===== src/rtl/crc_frame_unit.sv =====
module crc_frame_unit #(
  parameter int CW = 16,
  parameter int NW = 8,
  parameter logic [CW-1:0] POLY_RST = 7
) (
  input  logic          clk,
  input  logic          rst_n,
  input  logic          poly_we,
  input  logic [CW-1:0] poly_wdata,
  input  logic          crc_en,
  input  logic          len16,
  input  logic          send_req,
  input  logic          err_clr,
  input  logic          tx_load,
  input  logic [CW-1:0] tx_wdata,
  output logic [CW-1:0] tx_frame,
  output logic          tx_is_crc,
  input  logic          rx_strobe,
  input  logic [CW-1:0] rx_data,
  output logic [CW-1:0] poly_q,
  output logic [CW-1:0] tx_crc,
  output logic [CW-1:0] rx_crc,
  output logic          send_pending,
  output logic          crc_err
);

  localparam logic [CW-1:0] NMASK = {{(CW-NW){1'b0}}, {NW{1'b1}}};

  function automatic logic [CW-1:0] crc_step(input logic [CW-1:0] c,
                                             input logic [CW-1:0] d,
                                             input logic [CW-1:0] p,
                                             input logic wide);
    logic [CW-1:0] r;
    logic fb;
    r = wide ? c : (c & NMASK);
    for (int i = CW-1; i >= 0; i--) begin
      if (wide || i < NW) begin
        fb = (wide ? r[CW-1] : r[NW-1]) ^ d[i];
        r  = {r[CW-2:0], 1'b0} ^ (fb ? p : '0);
        if (!wide) r = r & NMASK;
      end
    end
    return r;
  endfunction

  logic          en_q;
  logic          rx_expect;
  logic [CW-1:0] tx_next, rx_next;
  logic          acc_on, acc_clr, crc_load;

  assign acc_on   = crc_en & en_q;
  assign acc_clr  = crc_en & ~en_q;
  assign crc_load = tx_load & send_pending;
  assign tx_next  = crc_step(tx_crc, tx_wdata, poly_q, len16);
  assign rx_next  = crc_step(rx_crc, rx_data, poly_q, len16);

  assign tx_frame  = send_pending ? tx_crc : tx_wdata;
  assign tx_is_crc = send_pending;

  always_ff @(posedge clk or negedge rst_n) begin
    if (!rst_n) begin
      en_q         <= 1'b0;
      poly_q       <= POLY_RST;
      tx_crc       <= '0;
      rx_crc       <= '0;
      send_pending <= 1'b0;
      rx_expect    <= 1'b0;
      crc_err      <= 1'b0;
    end else begin
      en_q <= crc_en;
      if (poly_we) poly_q <= poly_wdata;

      if (acc_clr) begin
        tx_crc <= '0;
        rx_crc <= '0;
      end else begin
        if (acc_on && tx_load && !send_pending) tx_crc <= tx_next;
        if (acc_on && rx_strobe)                rx_crc <= rx_next;
      end

      if (crc_load) send_pending <= 1'b0;
      if (send_req) send_pending <= 1'b1;

      if (rx_strobe) rx_expect <= 1'b0;
      if (crc_load)  rx_expect <= 1'b1;

      if (err_clr) crc_err <= 1'b0;
      if (rx_strobe && rx_expect && acc_on && rx_next != '0) crc_err <= 1'b1;
    end
  end

endmodule


===== config.mk =====
export PLATFORM = sky130hd
export DESIGN_NAME = crc_frame_unit
export DESIGN_NICKNAME = d
export VERILOG_FILES = /design/src/rtl/crc_frame_unit.sv
export SDC_FILE = /design/constraint.sdc
export NUM_CORES = 1
export LEC_CHECK = 0
export BUFFER_PORTS_ARGS = -buffer_cell sky130_fd_sc_hd__clkbuf_2
export CAP_MARGIN = 20
export CORE_MARGIN = 8
export CORE_UTILIZATION = 45
export DETAILED_ROUTE_END_ITERATION = 6
export GPL_TIMING_DRIVEN = 0
export SETUP_SLACK_MARGIN = 0.15
export SLEW_MARGIN = 10
export SYNTH_ARGS = -nofsm -noshare
export SYNTH_HDL_FRONTEND = slang
export SYNTH_SLANG_ARGS = --single-unit

===== constraint.sdc =====
create_clock -name clk -period 13.45 [get_ports clk]
set_input_delay 4.035 -clock clk [delete_from_list [all_inputs] [get_ports clk]]
set_output_delay 4.035 -clock clk [all_outputs]
set_load 0.01 [all_outputs]

* Yosys cells after proc, flatten, opt, wreduce, memory -nomap -nowiden *
Index checks and enable logic that the tools add are counted.

cells by class
  $add $sub $neg = 0
  multiply operators = 0
  divide/modulo/power cells = 0
  order comparisons = 0
  equal/unequal tests = 0
  shifts and indexed selects = 0
  muxes and demuxes = 109
  bitwise operators = 68
  reductions and logical operators = 13

operators by type and width
  operator            number
  $mux 16             71
  $xor 16x16->16      32
  $mux 1              38
  $xor 1x1->1         32
  $reduce_bool 16->1  1
  $reduce_bool 2->1   5
  $logic_and 1x1->1   6
  $and 1x1->1         3
  $logic_not 1->1     1
  $not 1->1           1

storage, ports and cells
  register bits = 52
  latch bits = 0
  RAM bits = 0
  bits in read-only memories = 0
  input bits = 57
  output and inout bits = 67
  logic and storage cells = 197
  memories kept = 0

* Longest topological paths before layout *
Gate-level depths: netlist (run 1).

  word-level depth = 84
  gate-level depth with buffers = 40
  mapped depth without buffers = 33

* Worst setup path before layout (run 1) *
Ideal clock, no wire load.

  path type = in2reg
  start = input rx_data[15]
  end = register crc_err
  data arrival time = 13.143 ns
  data required time = 13.312 ns
  setup slack = 0.168 ns
  stages on the path = 37
  path buffers = 4
  path through = buf_2 > xor3_1 > a211o_1 > and4_4 > buf_6 > mux2i_1 > nor3_1 > nor4_4 > nor4_1 > or4_1 > clkbuf_2 > and3_1 > buf_6 > and3b_1 > or4_1 > xnor3_2 > xor2_1 > xnor3_1 > mux2i_2 > or4_1 > a41oi_1 > xnor2_1 > a21oi_2 > and2_1 > xor3_1 > xor2_1 > and3_1 > o21a_1 > o21a_2 > or4_4 > a31oi_4 > nand2_1 > xor2_1 > a211oi_1 > or3_1 > a2111oi_2 > a31oi_1

on the way
  cells in the longest elaborated chain, start to end = 82
  elaborated cells on any way between the ends = 83
  those cells by class = mux: 48; bitwise: 32; reduce/logical: 3

RTL lines
  element                                             line  source
  from (decl)                                         19    input logic [CW-1:0] rx_data,
  $xor 1x1->1 *                                       38    fb = (wide ? r[CW-1] : r[NW-1]) ^ d[i];
  $mux 16 *                                           39    r = {r[CW-2:0], 1'b0} ^ (fb ? p : '0);
  $xor 16x16->16 *                                    39
  $mux 16 *                                           37    if (wide || i < NW) begin
  $mux 1                                              38
  $xor 1x1->1                                         38
  $mux 16                                             39
  $xor 16x16->16                                      39
  [66 not listed]                                     -
  $mux 1                                              38
  $xor 1x1->1                                         38
  $mux 16                                             39
  $xor 16x16->16 *                                    39
  $mux 16 *                                           40    if (!wide) r = r & NMASK;
  $reduce_bool 16->1 *                                88    if (rx_strobe && rx_expect && acc_on && rx_next != '0) crc_err <= 1'b1;
  $logic_and 1x1->1 *                                 88
  $mux 1 / $reduce_bool 2->1 (equally long branches)  -
  to (signal assigned)                                68    crc_err <= 1'b0;
  to (signal assigned)                                87    if (err_clr) crc_err <= 1'b0;
  to (signal assigned)                                88
  to (decl)                                           24    output logic crc_err

Every way passes the cells marked *; elsewhere a longest branch is shown, timed or not.
A chain may end at the register's enable or synchronous reset.

* Final worst setup path (run 1) *
  start = input len16
  end = register crc_err

on the way
  cells in the longest elaborated chain, start to end = 84
  elaborated cells on any way between the ends = 85
  those cells by class = mux: 50; bitwise: 32; reduce/logical: 3

RTL lines
  element                                             line  source
  from (decl)                                         11    input logic len16,
  $mux 16                                             35    r = wide ? c : (c & NMASK);
  $mux 1                                              38
  $xor 1x1->1                                         38
  $mux 16                                             39
  $xor 16x16->16                                      39
  $mux 16                                             37
  $mux 1                                              38
  $xor 1x1->1                                         38
  [68 not listed]                                     -
  $mux 1                                              38
  $xor 1x1->1                                         38
  $mux 16                                             39
  $xor 16x16->16                                      39
  $mux 16 *                                           40
  $reduce_bool 16->1 *                                88
  $logic_and 1x1->1 *                                 88
  $mux 1 / $reduce_bool 2->1 (equally long branches)  -

Marked as above.

==> results of run 1 <==
through the flow:
step / TNS (ns) / std cells / utilization / setup WS (ns)
3_5_place_dp: -49.10 / 2577 / 0.492 / -2.08
5_1_grt: -0.599 / 2691 / 0.571 / -0.222
4_1_cts: 0 / 2630 / 0.529 / 0.154
2_1_floorplan: 0 / 2059 / - / 0.168
3_3_place_gp: -46.96 / 2576 / 0.491 / -1.83
6_report: 0 / 2691 / 0.571 / 0.0286
flip-flops by register name (all words and copies together), names as in the netlist:
register      cells
poly_q           16
rx_crc           16
tx_crc           16
crc_err           1
en_q              1
rx_expect         1
send_pending      1
cells in the final DEF, fill, tap and decap left out, types with 13 or more instances in the layout:
cell type / netlist / routed
o211ai_1: 14 / 14
clkbuf_2: 1 / 128
or3_1: 21 / 18
nand4_1: 30 / 30
clkbuf_1: 100 / 85
xor2_2: 1 / 14
o21ai_1: 4 / 14
and3_1: 28 / 24
dfrtp_1: 49 / 49
nor3_1: 43 / 35
mux2i_1: 37 / 26
a21oi_1: 56 / 51
buf_4: 33 / 125
o21ai_0: 77 / 63
inv_1: 27 / 27
o21a_1: 15 / 14
nor2_1: 89 / 84
xnor2_1: 389 / 352
nand2_1: 492 / 488
xor2_1: 82 / 65
nand2b_1: 13 / 13
xnor3_1: 20 / 14
nor4_1: 26 / 18
nand3_1: 54 / 50
xnor2_2: 4 / 33
mux2_2: 26 / 23
buf_1: 23 / 21
a31oi_1: 23 / 18
per-layer routing:
metal,vias to the layer above,share of wire
li1,7524,-
met3,145,0.070
met1,7960,0.41
met5,-,0
met2,776,0.46
met4,0,0.057
logic make-up (layout without fill, tap and decap cells):
family                    count (synthesis)  after routing  share of synthesized area
muxes                                    67             67                     0.0504
AOI/OAI and AO/OA                       356            356                      0.175
DFF                                      52             52                     0.0906
buffers and inverters                   200            429                     0.0639
xor gates and xnor gates                505            506                      0.338
and+or+nand+nor                         879            879                      0.282
worst max-delay path, delay by kind of cell:
family	cells	cell delay [ns]
multiplexers	3	0.83
buffers and inverters	10	1.35
AND/OR/NAND/NOR	11	3.39
AO/OA/AOI/OAI	10	1.92
XOR/XNOR	9	2.02
final cells by class:
cell class / instances / area, µm² / area share
plain buffers: 173 / 883 / 0.0490
clock buffers: 6 / 129 / 0.00716
clock inverters: 2 / 16.3 / 0.000903
inverters: 27 / 101 / 0.00563
multi-input cells: 1808 / 13600 / 0.754
flip-flops and latches: 52 / 1310 / 0.0725
well taps: 402 / 503 / 0.0279
repair buffers: 221 / 1490 / 0.0828
path summary, 6_finish.rpt:
check,from,end,slack [ns],cells after the start
worst max-delay path,len16,crc_err$_DFFE_PN0P_,0.03,43
worst min-delay path,rx_expect$_DFFE_PN0P_,rx_expect$_DFFE_PN0P_,0.56,2
worst max register to register,rx_crc[15]$_DFFE_PN0P_,crc_err$_DFFE_PN0P_,3.01,41
worst min register to register,rx_expect$_DFFE_PN0P_,rx_expect$_DFFE_PN0P_,0.56,2
max in group asynchronous,rst_n,poly_q[0]$_DFFE_PN1P_,8.99,2
min in group asynchronous,rst_n,tx_crc[14]$_DFFE_PN0P_,3.80,1
timing repair:
action                     in CTS  in global routing
resized for setup             124                172
cloned                          1                  1
pin swaps                      45                 78
hold buffers                    0                  0
setup buffers                  44                 60
setup endpoints to repair      33                 30
==> results.py, run 1 <==
metrics = {
    "status": {
        "status": "finished, final reports clean",
    },
    "clocking": {
        "ctsRootBufferMaster": "clkbuf_16",
        "cts_tree": "done",
        "cts_buffer_depth": 2,
        "cts_buffers": 5,
        "clk_pin_slew_ns": 0.07,
        "clk_latency_ns": 0.29,
        "htreeDepth": 2,
        "cts_sinks": 52,
    },
    "die": {
        "fp.dieArea_mm2": 0.0380,
        "core_area_mm2": 0.0316,
        "initial_core_util": 0.457,
        "dieWidth_um": 195,
        "row_count": 65,
        "io_pins": 124,
        "die_y_um": 195,
    },
    "timing": {
        "fin_crit_ns": 13.42,
        "max_freq_ghz": 0.0745,
        "period_share": 0.998,
        "max_slew.worst_pin.slew_ns": 1.17,
        "whs_ns": 0.556,
        "skew_ns": 0.00593,
        "maxSlewViolCount": 0,
        "hold_viol": 0,
        "setup_violations": 0,
        "rsz0062_at_grt": "true",
        "max_slew_margin": 0.222,
    },
    "global_routing": {
        "grt_pass1_vias": 15000,
        "met1_usage": 0.412,
        "use_met3": 0.0295,
        "groute.usage.overall": 0.317,
        "grt_pass1_wl_um": 94500,
        "grt.overflow.total": 0,
        "use_met2": 0.523,
        "antenna_found_initial": 0,
        "grt_max_degree": 28,
        "top_usage_layer": "met2",
    },
    "routing": {
        "ant_nets": 0,
        "routed_wl_um": 64200,
        "vias": 16400,
        "drt-wirelength-per-cell_um": 23.9,
        "drc": 0,
        "routed_via_density": 6.10,
        "drt_iter0_drc": 1785,
        "drtPass1Iterations": 6,
    },
    "critical_path": {
        "end_kind": "register",
        "cpMaxStageDelayCell": "or4_4",
        "worstSetupPathType": "in -> reg",
        "cp.arrival_ns": 13.59,
        "cp_common_cell": "buf_6",
        "worst_ep_required_time_ns": 13.62,
        "critPathLaunchType": "input pin",
        "cpPeakStageDelay_ns": 0.59,
        "path_max_fanout": 7,
    },
    "synthesis": {
        "synth-seq-cells": 52,
        "async_flop_share": 1.00,
        "synth_edf_count": 0,
        "synth_most_common_cell": "nand2_1",
        "yosys_warnings": 0,
        "ys_seq_area_frac": 0.0906,
        "synth.avg_cell_area_um2": 7.00,
        "yosys.cell_types.count": 103,
        "yosysTopAreaCellShare": 0.236,
        "netlist_top_cells_count": "nand2_1 (492), xnor2_1 (389), clkbuf_1 (100), nor2_1 (89), xor2_1 (82)",
        "synth_top_area_cell": "xnor2_1",
        "ys.flop_type": "dfrtp_1",
        "synthCells": 2059,
        "synth_area_leaders": "xnor2_1 (24%), nand2_1 (13%), dfrtp_1 (8.5%)",
        "synth.net_count": 2116,
        "synth_area_mm2": 0.0144,
    },
    "hold_path": {
        "hold_class": "reg -> reg",
    },
    "cells_and_area": {
        "finish.instance_area_mm2": 0.0180,
        "nNetsFinal": 2345,
        "layout-drive-gt1-share": 0.235,
        "area_delta_synth_final_pct": 25.0,
        "num-fill-cells": 3031,
        "antennaDiodeCount": 0,
    },
    "placement": {
        "hpwl_um": 48400,
        "place.gp.congestion": 1.01,
        "portBuffers": 115,
        "postPlaceCellArea_mm2": 0.0155,
    },
    "flow_run": {
        "maxCapViolCount": 0,
    },
}
Power of run 1 is not shown: default switching activity piles up to over one toggle a cycle in this logic, so the estimate is an artifact.
==> run 2: changes to the inputs <==
==> constraint.sdc (replaced) <==
create_clock -name clk -period 14.3 [get_ports clk]
set_input_delay 4.29 -clock clk [delete_from_list [all_inputs] [get_ports clk]]
set_output_delay 4.29 -clock clk [all_outputs]
set_load 0.01 [all_outputs]
==> run 2 against run 1 <==
  * Setup slack better by 0.47 ns
  * Worst hold slack better by 0.0043 ns
  * Global-route usage is 0.50 points lower
  * Critical path depth stayed put
  * Sequential share of layout area is 0.51 points higher
==> results.py, run 2 (synthesis results as in run 1) <==
metrics = {
    "status": {
        "status": "finished, final reports clean",
    },
    "clocking": {
        "clk_pin_slew_ns": 0.07,
        "ctsRootBufferMaster": "clkbuf_16",
        "postCtsHoldBufs": 0,
        "htreeDepth": 2,
        "cts_tree": "done",
        "cts_buffers": 5,
        "cts_sinks": 52,
        "cts_buffer_depth": 2,
        "clk_latency_ns": 0.30,
    },
    "critical_path": {
        "cpPeakStageDelay_ns": 0.54,
        "cp-startpoint": "len16",
        "cp.arrival_ns": 13.97,
        "critPathLaunchType": "input pin",
        "end_kind": "register",
        "worst_ep_required_time_ns": 14.47,
        "reg2reg_from": "tx_crc[7]$_DFFE_PN0P_",
        "path_max_fanout": 10,
        "cp_common_cell": "buf_4",
        "r2r_setup_slack_ns": 3.68,
        "cpMaxStageDelayCell": "or4_4",
        "worstSetupPathType": "in -> reg",
    },
    "hold_path": {
        "hold_class": "reg -> reg",
        "hold_start": "rx_expect$_DFFE_PN0P_",
    },
    "global_routing": {
        "use_met2": 0.511,
        "met1_usage": 0.409,
        "groute.usage.overall": 0.312,
        "use_met3": 0.0256,
        "grt_max_degree": 28,
        "grt_pass1_vias": 14700,
        "grt.overflow.total": 0,
        "grt_pass1_wl_um": 92800,
        "top_usage_layer": "met2",
        "antenna_found_initial": 0,
    },
    "placement": {
        "place.gp.congestion": 1.01,
        "portBuffers": 115,
        "hpwl_um": 48400,
    },
    "routing": {
        "routed_via_density": 6.10,
        "drc": 0,
        "vias": 16000,
        "drt-wirelength-per-cell_um": 23.7,
        "ant_nets": 0,
        "drtPass1Iterations": 6,
        "drt_iter0_drc": 1534,
        "routed_wl_um": 62300,
    },
    "flow_run": {
        "maxCapViolCount": 0,
    },
    "cells_and_area": {
        "final_cell_mix": "nand2_1 (492), xnor2_1 (366), clkbuf_2 (125)",
        "num-fill-cells": 3156,
        "area_delta_synth_final_pct": 16.8,
        "reg_top3": "poly_q (16), rx_crc (16), tx_crc (16)",
        "antennaDiodeCount": 0,
        "layout-drive-gt1-share": 0.178,
        "nNetsFinal": 2286,
        "mostFrequentLayoutCell": "nand2_1",
    },
    "timing": {
        "max_slew_margin": 0.208,
        "max_freq_ghz": 0.0725,
        "fin_crit_ns": 13.80,
        "skew_ns": 0.00720,
        "maxSlewViolCount": 0,
        "setup_violations": 0,
        "hold_viol": 0,
        "max_slew.worst_pin.slew_ns": 1.18,
        "finalSetupTns_ns": 0,
        "period_share": 0.965,
        "rsz0062_at_grt": "false",
        "whs_ns": 0.561,
    },
    "die": {
        "dieWidth_um": 195,
        "fp.dieArea_mm2": 0.0380,
        "row_count": 65,
        "core_area_mm2": 0.0316,
        "die_y_um": 195,
        "initial_core_util": 0.457,
        "io_pins": 124,
    },
}
[run 2: final timing paths]
kind | cells after the start | endpoint
max | 43 | crc_err$_DFFE_PN0P_
min reg2reg | 2 | rx_expect$_DFFE_PN0P_
min | 2 | rx_expect$_DFFE_PN0P_
max reg2reg | 36 | tx_crc[4]$_DFFE_PN0P_
min in group asynchronous | 1 | tx_crc[14]$_DFFE_PN0P_
max in group asynchronous | 2 | poly_q[0]$_DFFE_PN1P_
[run 2: timing repair]
action                     in CTS  in global routing
buffers inserted               15                 32
resized for setup              51                 99
setup endpoints to repair      33                 32
pin swaps                      16                 36
[run 2: final cells by class]
type                            instances  area [µm²]  area share
Clock buffer                            6         129     0.00766
Timing Repair Buffer                  163         986      0.0586
Buffer                                173         848      0.0504
Clock inverter                          2        16.3    0.000967
Sequential cell                        52        1310      0.0776
Inverter                               27         101     0.00602
Tap cell                              402         503      0.0299
Multi-Input combinational cell       1807       12900       0.769
[run 2: worst max-delay path: cells and delay by family]
family	cells	cell delay [ns]
XOR/XNOR	8	2.00
multiplexers	5	1.15
buffers and inverters	10	1.46
AO/OA/AOI/OAI	8	1.79
AND/OR/NAND/NOR	12	3.24
[run 2: through the flow]
step                area [µm²]  setup WS [ns]   util  instances
finish                   16800          0.498  0.533       2632
floorplan                14400          0.763      -       2059
global route             16800          0.110  0.533       2632
global placement         15500          -1.24  0.491       2576
CTS                      16100          0.143  0.510       2600
detailed placement       15500          -1.49  0.492       2577
[run 2: layer usage]
layer,wire length (µm),vias to the layer above
met5,0,-
met4,3400,0
met3,4460,144
met2,28500,788
met1,25900,7707
li1,-,7408
Power of run 2 is left out for the same reason.
